**config.mk**
```make
export PLATFORM = sky130hd
export DESIGN_NAME = dcount_timer
export DESIGN_NICKNAME = d
export VERILOG_FILES = /design/src/rtl/timer_pkg.sv /design/src/rtl/timer_ctrl.sv /design/src/rtl/timer_dp.sv /design/src/rtl/dcount_timer.sv
export SDC_FILE = /design/constraint.sdc
export NUM_CORES = 1
export LEC_CHECK = 0
export CAP_MARGIN = 20
export CORE_MARGIN = 2
export CORE_UTILIZATION = 50
export DETAILED_ROUTE_END_ITERATION = 10
export PLACE_DENSITY = 0.76
export SLEW_MARGIN = 20
export SYNTH_ARGS = -nofsm -noshare
export SYNTH_HDL_FRONTEND = slang
export SYNTH_SLANG_ARGS = --single-unit
```
**constraint.sdc**
```tcl
create_clock -name clk -period 6.05 [get_ports clk]
set_input_delay 1.815 -clock clk [delete_from_list [all_inputs] [get_ports clk]]
set_output_delay 1.815 -clock clk [all_outputs]
set_load 0.005 [all_outputs]
```
**src/rtl/timer_pkg.sv**
```systemverilog
package timer_pkg;

  localparam int DATA_W = 32;
  localparam int ADDR_W = 2;
  localparam int CTRL_W = 8;

  localparam logic [ADDR_W-1:0] ADDR_CTRL  = 2'd0;
  localparam logic [ADDR_W-1:0] ADDR_COUNT = 2'd1;
  localparam logic [ADDR_W-1:0] ADDR_CONST = 2'd2;

  // control register field positions
  localparam int BIT_START = 0;
  localparam int SEL_LO    = 1;
  localparam int SEL_HI    = 3;
  localparam int EDGE_LO   = 4;
  localparam int EDGE_HI   = 5;
  localparam int BIT_IE    = 6;
  localparam int BIT_FLAG  = 7;

  typedef struct packed {
    logic countEn;
    logic wrCount;
    logic wrConst;
  } dpStrobe_t;

endpackage

```
**src/rtl/timer_ctrl.sv**
```systemverilog
module timer_ctrl
  import timer_pkg::*;
#(
  parameter int NUM_DIV  = 4,
  parameter int DIV_STEP = 2
) (
  input  logic              clk,
  input  logic              rstN,
  input  logic              wrEn,
  input  logic [ADDR_W-1:0] addr,
  input  logic [CTRL_W-1:0] wrByte,
  input  logic              rtcTick,
  input  logic              extPin,
  input  logic              underflow,
  output dpStrobe_t         strobes,
  output logic [CTRL_W-1:0] ctrlWord,
  output logic              irq
);

  localparam int PRE_W = NUM_DIV * DIV_STEP;
  localparam int SEL_W = SEL_HI - SEL_LO + 1;
  localparam logic [SEL_W-1:0] SEL_RTC = SEL_W'(NUM_DIV);
  localparam logic [SEL_W-1:0] SEL_EXT = SEL_W'(NUM_DIV + 1);

  logic             startQ, ieQ, flagQ;
  logic [SEL_W-1:0] selQ;
  logic [1:0]       edgeQ;
  logic [PRE_W-1:0] preCnt;
  logic [NUM_DIV-1:0] divTick;
  logic [2:0]       rtcSync, extSync;
  logic             rtcRise, extRise, extFall, extHit, srcTick;
  logic             wrCtrl;

  assign wrCtrl = wrEn && (addr == ADDR_CTRL);

  // free-running prescaler; each division taps its low bits
  always_ff @(posedge clk) begin
    if (!rstN) preCnt <= '0;
    else       preCnt <= preCnt + 1'b1;
  end

  genvar g;
  generate
    for (g = 0; g < NUM_DIV; g++) begin : gDiv
      assign divTick[g] = &preCnt[DIV_STEP*(g+1)-1:0];
    end
  endgenerate

  // two-stage synchronizers plus one history stage for edge detection
  always_ff @(posedge clk) begin
    if (!rstN) begin
      rtcSync <= '0;
      extSync <= '0;
    end else begin
      rtcSync <= {rtcSync[1:0], rtcTick};
      extSync <= {extSync[1:0], extPin};
    end
  end

  assign rtcRise = rtcSync[1] & ~rtcSync[2];
  assign extRise = extSync[1] & ~extSync[2];
  assign extFall = ~extSync[1] & extSync[2];

  always_comb begin
    if (edgeQ[1])      extHit = extRise | extFall;
    else if (edgeQ[0]) extHit = extFall;
    else               extHit = extRise;
  end

  always_comb begin
    srcTick = 1'b0;
    if (selQ < SEL_RTC)       srcTick = divTick[selQ[$clog2(NUM_DIV)-1:0]];
    else if (selQ == SEL_RTC) srcTick = rtcRise;
    else if (selQ == SEL_EXT) srcTick = extHit;
  end

  always_ff @(posedge clk) begin
    if (!rstN) begin
      startQ <= 1'b0;
      selQ   <= '0;
      edgeQ  <= '0;
      ieQ    <= 1'b0;
    end else if (wrCtrl) begin
      startQ <= wrByte[BIT_START];
      selQ   <= wrByte[SEL_HI:SEL_LO];
      edgeQ  <= wrByte[EDGE_HI:EDGE_LO];
      ieQ    <= wrByte[BIT_IE];
    end
  end

  // sticky flag: a write of 0 clears it, and an underflow in the same cycle wins
  always_ff @(posedge clk) begin
    if (!rstN) flagQ <= 1'b0;
    else       flagQ <= underflow | (flagQ & ~(wrCtrl & ~wrByte[BIT_FLAG]));
  end

  assign strobes.countEn = startQ & srcTick;
  assign strobes.wrCount = wrEn && (addr == ADDR_COUNT);
  assign strobes.wrConst = wrEn && (addr == ADDR_CONST);

  assign ctrlWord = {flagQ, ieQ, edgeQ, selQ, startQ};
  assign irq      = flagQ & ieQ;

endmodule

```
**src/rtl/timer_dp.sv**
```systemverilog
module timer_dp
  import timer_pkg::*;
(
  input  logic              clk,
  input  logic              rstN,
  input  dpStrobe_t         strobes,
  input  logic [DATA_W-1:0] wrData,
  output logic [DATA_W-1:0] countVal,
  output logic [DATA_W-1:0] reloadVal,
  output logic              underflow
);

  assign underflow = strobes.countEn && (countVal == '0);

  always_ff @(posedge clk) begin
    if (!rstN)                countVal <= '1;
    else if (strobes.wrCount) countVal <= wrData;
    else if (underflow)       countVal <= reloadVal;
    else if (strobes.countEn) countVal <= countVal - 1'b1;
  end

  always_ff @(posedge clk) begin
    if (!rstN)                reloadVal <= '1;
    else if (strobes.wrConst) reloadVal <= wrData;
  end

endmodule

```
**src/rtl/dcount_timer.sv**
```systemverilog
module dcount_timer
  import timer_pkg::*;
#(
  parameter int NUM_DIV  = 4,
  parameter int DIV_STEP = 2
) (
  input  logic              clk,
  input  logic              rstN,
  input  logic              regWrEn,
  input  logic [ADDR_W-1:0] regAddr,
  input  logic [DATA_W-1:0] regWrData,
  output logic [DATA_W-1:0] regRdData,
  input  logic              rtcTick,
  input  logic              extClkPin,
  output logic              irq
);

  dpStrobe_t         strobes;
  logic [CTRL_W-1:0] ctrlWord;
  logic [DATA_W-1:0] countVal, reloadVal;
  logic              underflow;

  timer_ctrl #(.NUM_DIV(NUM_DIV), .DIV_STEP(DIV_STEP)) u_ctrl (
    .clk(clk), .rstN(rstN), .wrEn(regWrEn), .addr(regAddr),
    .wrByte(regWrData[CTRL_W-1:0]), .rtcTick(rtcTick), .extPin(extClkPin),
    .underflow(underflow), .strobes(strobes), .ctrlWord(ctrlWord), .irq(irq)
  );

  timer_dp u_dp (
    .clk(clk), .rstN(rstN), .strobes(strobes), .wrData(regWrData),
    .countVal(countVal), .reloadVal(reloadVal), .underflow(underflow)
  );

  always_comb begin
    case (regAddr)
      ADDR_CTRL:  regRdData = {{(DATA_W-CTRL_W){1'b0}}, ctrlWord};
      ADDR_COUNT: regRdData = countVal;
      ADDR_CONST: regRdData = reloadVal;
      default:    regRdData = '0;
    endcase
  end

endmodule

```
* Yosys cells after proc, flatten, opt, wreduce, memory -nomap -nowiden
Cells that the tools add are included.
Word-level totals: flip-flop bits (word level) 86, output and inout bits 33, bits of input ports 39, logic and storage cells 54
Operators by class: magnitude comparators 2, $add $sub $neg 2, equal/unequal tests 4, muxes and demuxes 11, reductions and logical operators 11, bitwise operators 14
Operator list (count):
- $mux 32 | 3
- $pmux 32 s3 | 1
- $logic_not 32->1 | 1
- $sub 32x1->32 const B | 1
- $add 8x1->8 const B | 1
- $reduce_and 8->1 | 1
- $and 1x1->1 | 7
- $eq 3x3->1 const B | 2
- $mux 1 | 6
- $reduce_and 6->1 | 1
- $not 1->1 | 5
- $logic_and 1x1->1 | 4
- $reduce_and 4->1 | 1
- $lt 2x3->1 const B | 1
- $lt 3x3->1 const B | 1
- $reduce_bool 3->1 | 1
- $bmux 1 s2 | 1
- $eq 2x1->1 const B | 1
- $eq 2x2->1 const B | 1
- $logic_not 2->1 | 1
- $or 1x1->1 | 2
- $reduce_and 2->1 | 1

* Longest topological paths before layout
depth in word-level cells 11, mapped depth 10, depth with buffers taken out 8

* Cells and area by module
Synthesis repeated with hierarchy kept, for this count alone.
Second synthesis, totals: cells, all modules 565, area total of the unflattened synthesis 4898.4 µm²
Modules (own cells, without submodules):
- timer_dp | area each 3468.3 µm², cells each 417, seq. area each 1281.2 µm², instances 1
- timer_ctrl | area each 953.4 µm², cells each 97, seq. area each 440.4 µm², instances 1
- dcount_timer | area each 476.7 µm², cells each 51, seq. area each 0.0 µm², instances 1

* Worst setup path after synthesis
Ideal clock, no wire load.
path type in2out, start input port regAddr[1], end output port regRdData[10], data required time 4235 ps, setup slack 1141 ps, arrival time 3094 ps, path buffers 3, stages 5, cells stage by stage clkbuf_1 nor2b_1 clkbuf_1 clkbuf_1 a22o_1
Between the ends: word-level cells in the longest chain between the ends 2, elaborated cells on any way between the ends 4, classes of those cells 2 x eq/ne; 1 x mux; 1 x reduce/logical
RTL lines:
- start: declaration | line dcount_timer.sv:10 | input logic [ADDR_W-1:0] regAddr,
- $eq 2x2->1 (tied with other cells) | line dcount_timer.sv:35 | case (regAddr)
- $pmux 32 s3 (*) | line dcount_timer.sv:35
- end: declaration | line dcount_timer.sv:12 | output logic [DATA_W-1:0] regRdData,
Every way passes the cells marked *; elsewhere a longest branch is shown, timed or not.

* Worst setup path after layout
start input port regAddr[0], end output port regRdData[0]
Same word-level chain as after synthesis.

==> metrics.txt <==
outcome finished clean; I/O Pins 72; die area around 10000 um^2; Crit. End Element output port; H-Tree Depth 3; power consumption 1.255 mW; Syn Std Cell Area ~4700 um^2; worst hold path cell count 1; FP Rows 35; Die X-Extent 101.4 um; register-to-register setup slack 2.93 ns; Setup CP Type primary input to output port; Via density between 5 and 6; gr usage total 25.44%; worst min path class flop to flop; HPWL Detailed ~8400 um; RSZ-0062 raised after global routing false; relative slew slack 50.75%; DR WL met3 707 um; worst r2r dst u_dp.countVal[15]; Std-Cell Core Area between 9000 and 10000 um^2; Layout area overhead 20.27%; vias in the first global route between 4000 and 5000; sequential-to-total area share from yosys stat 36.27%; Fmax 0.1787 GHz; Worst-path clk slew 0.08 ns; Clock Tree Buf Depth 2; Synth Net Count 642; setup ws final 0.4526 ns; syn_area_per_cell a little under 8 um^2; worst clock skew roughly 0.014 ns; GP Congestion 0.8388; Initial Util 51.37%; crit-path max FO 18; pre-CTS setup slack 0.4529 ns; # diodes 0; via count 4504; cts repair resizes 0; fin crit period 5.597 ns; Max Cap Viol 0; startpoint types primary input; DRC errors left 0; DRT antenna net count 0; final setup vio count 0; Worst Tran Pin Value approximately 0.74 ns; post-synthesis instance total 599; Worst EP required around 4.2 ns; Met2 Wirelength just over 6000 um; first-pass GRT wire length between 20000 and 25000 um; Leak Pwr 2.235 nW; WL met1 5684 um; Synth async-reset ratio 0%; drt first pass iters 4; layout cells sized above 1 8.488%; Pwr per Cell Area around 220 nW/um^2; # Post-CTS Setup Buffers 0; Register-to-Register Path Depth 10; Reg-to-Reg Start u_ctrl.extSync[1]; Post-synth EDFFs 0; post-synthesis cell type count 49; critical path data arrival time about 3.8 ns; # hold bufs at CTS 0; DRT iter0 DRCs around 310; CTS sink count 86; Highest Signal Layer met4; max-slew violation count 0; insertion delay to the later sink of the worst-skew pair around 0.36 ns; final worst-path cycle share between 90% and 100%; synthesized flop and latch total 86; root buffer cell clkbuf_8; HP Start u_ctrl.rtcSync[0]; VDD IR-drop max 92.67 uV; cts bufs inserted 9; Ys Warns 0; Worst Hold End u_ctrl.rtcSync[1]; WL/cell approximately 16 um; initial antenna violation count 0; I/O Buffers 71; total grt overflow 0; CTS tree yes; Top FF cell, synth dfxtp_1; Die Ht 101.4 um; final WL approximately 13000 um; largest net degree at the start of global routing 52; Post-Route Setup TNS 0 ns; Final Hold Viols 0; # nets final 686
-- routing by layer --
metal | up-vias | track usage, %
li1 | 2189 | -
met1 | 2145 | 33.55
met2 | 145 | 42.84
met3 | 25 | 3.934
met4 | 0 | 8.108
met5 | - | 0
-- per-stage QoR --
stage                     utilization, %  hold slack (ns)  cell area, um^2  cells
after floorplan                        -           0.4119             4747    599
after global placement             59.47           0.4174             5495    761
after detailed placement           59.51           0.4294             5499    761
after CTS                          61.79           0.4525             5709    777
after global routing               61.79           0.4667             5709    777
final                              61.79           0.4481             5709    777
-- worst max-delay path by stage --
stage / from / end / cells after the start
floorplan: regAddr[1] / regRdData[10] / 5
global placement: regAddr[0] / regRdData[2] / 6
detailed placement: regAddr[0] / regRdData[3] / 6
CTS: regAddr[0] / regRdData[3] / 6
global route: regAddr[0] / regRdData[3] / 6
finish: regAddr[0] / regRdData[0] / 6
-- worst max-delay path, stage by stage --
cell and delay (ns):
clkdlybuf4s50_1 0.71, nor2b_2 0.23, buf_4 0.27, nand2_1 0.10
o21ai_0 0.10, clkdlybuf4s50_1 0.55
-- final cells by class --
cell class                      instances  area (um^2)
Clock buffer                           12        155.1
Clock inverter                          4        55.05
Fill cell                             827         3531
Inverter                                7        26.28
Multi-Input combinational cell        457         2801
Sequential cell                        86         1722
Tap cell                              129        161.4
Timing Repair Buffer                   82        788.3
-- sequential cells by signal (all words and copies together), names as in the netlist --
| name | count |
|---|---|
| u_ctrl.ieQ | 1 |
| u_ctrl.rtcSync | 3 |
| u_ctrl.startQ | 1 |
| u_ctrl.flagQ | 1 |
| u_ctrl.extSync | 3 |
| u_ctrl.preCnt | 8 |
| u_ctrl.edgeQ | 2 |
| u_dp.countVal | 32 |
| u_dp.reloadVal | 32 |
| u_ctrl.selQ | 3 |
-- synth_stat cells (4+ instances only) --
library cell  number  area, um^2
mux2i_1           20       200.2
nand4_1           19       118.9
ha_1               4       50.05
o211ai_2          12       150.1
xor2_1            19       166.4
inv_1              7       26.28
nand2_1          133       499.2
clkbuf_1          41       153.9
xnor2_1           14       122.6
o21ai_0           11       55.05
nor2b_1           10       62.56
or4_1              5       37.54
a31oi_1           17       106.4
dfxtp_1           86        1722
buf_6              4       45.04
o21ai_1           22       110.1
nand3_1           49       245.2
a22o_1            24       210.2
nor4_1             7       43.79
a21oi_1            4       20.02
nor3_1             6       30.03
nor2_1            26       97.59
and2_1            18       112.6
or3_1             10       62.56
-- kinds of logic (layout without fill, tap and decap cells) --
kind of cell | after synthesis | in the layout | synth area share [%]
adder cells (fa/ha/maj) | 4 | 4 | 1.054
flip-flops | 86 | 86 | 36.27
AO/OA/AOI/OAI | 102 | 102 | 16.18
AND/OR/NAND/NOR | 297 | 297 | 30.79
XOR/XNOR | 33 | 33 | 6.089
buffers and inverters | 56 | 105 | 5.166
multiplexers | 21 | 21 | 4.454
-- where the power goes --
group          switching [mW]  internal [mW]
registers              0.0351          0.594
logic                  0.0858          0.107
clock network           0.218          0.215
-- layout by cell type (no fill, tap or decap), types with 17 or more instances in the layout --
master,Yosys,final
nand2_1,133,132
dfxtp_1,86,86
clkdlybuf4s50_1,0,70
nand3_1,49,49
nor2_1,26,25
a22o_1,24,24
o21ai_1,22,22
mux2i_1,20,20
nand4_1,19,19
xor2_1,19,19
and2_1,18,17
a31oi_1,17,17
Note: power is estimated with default switching activity, not from simulation.
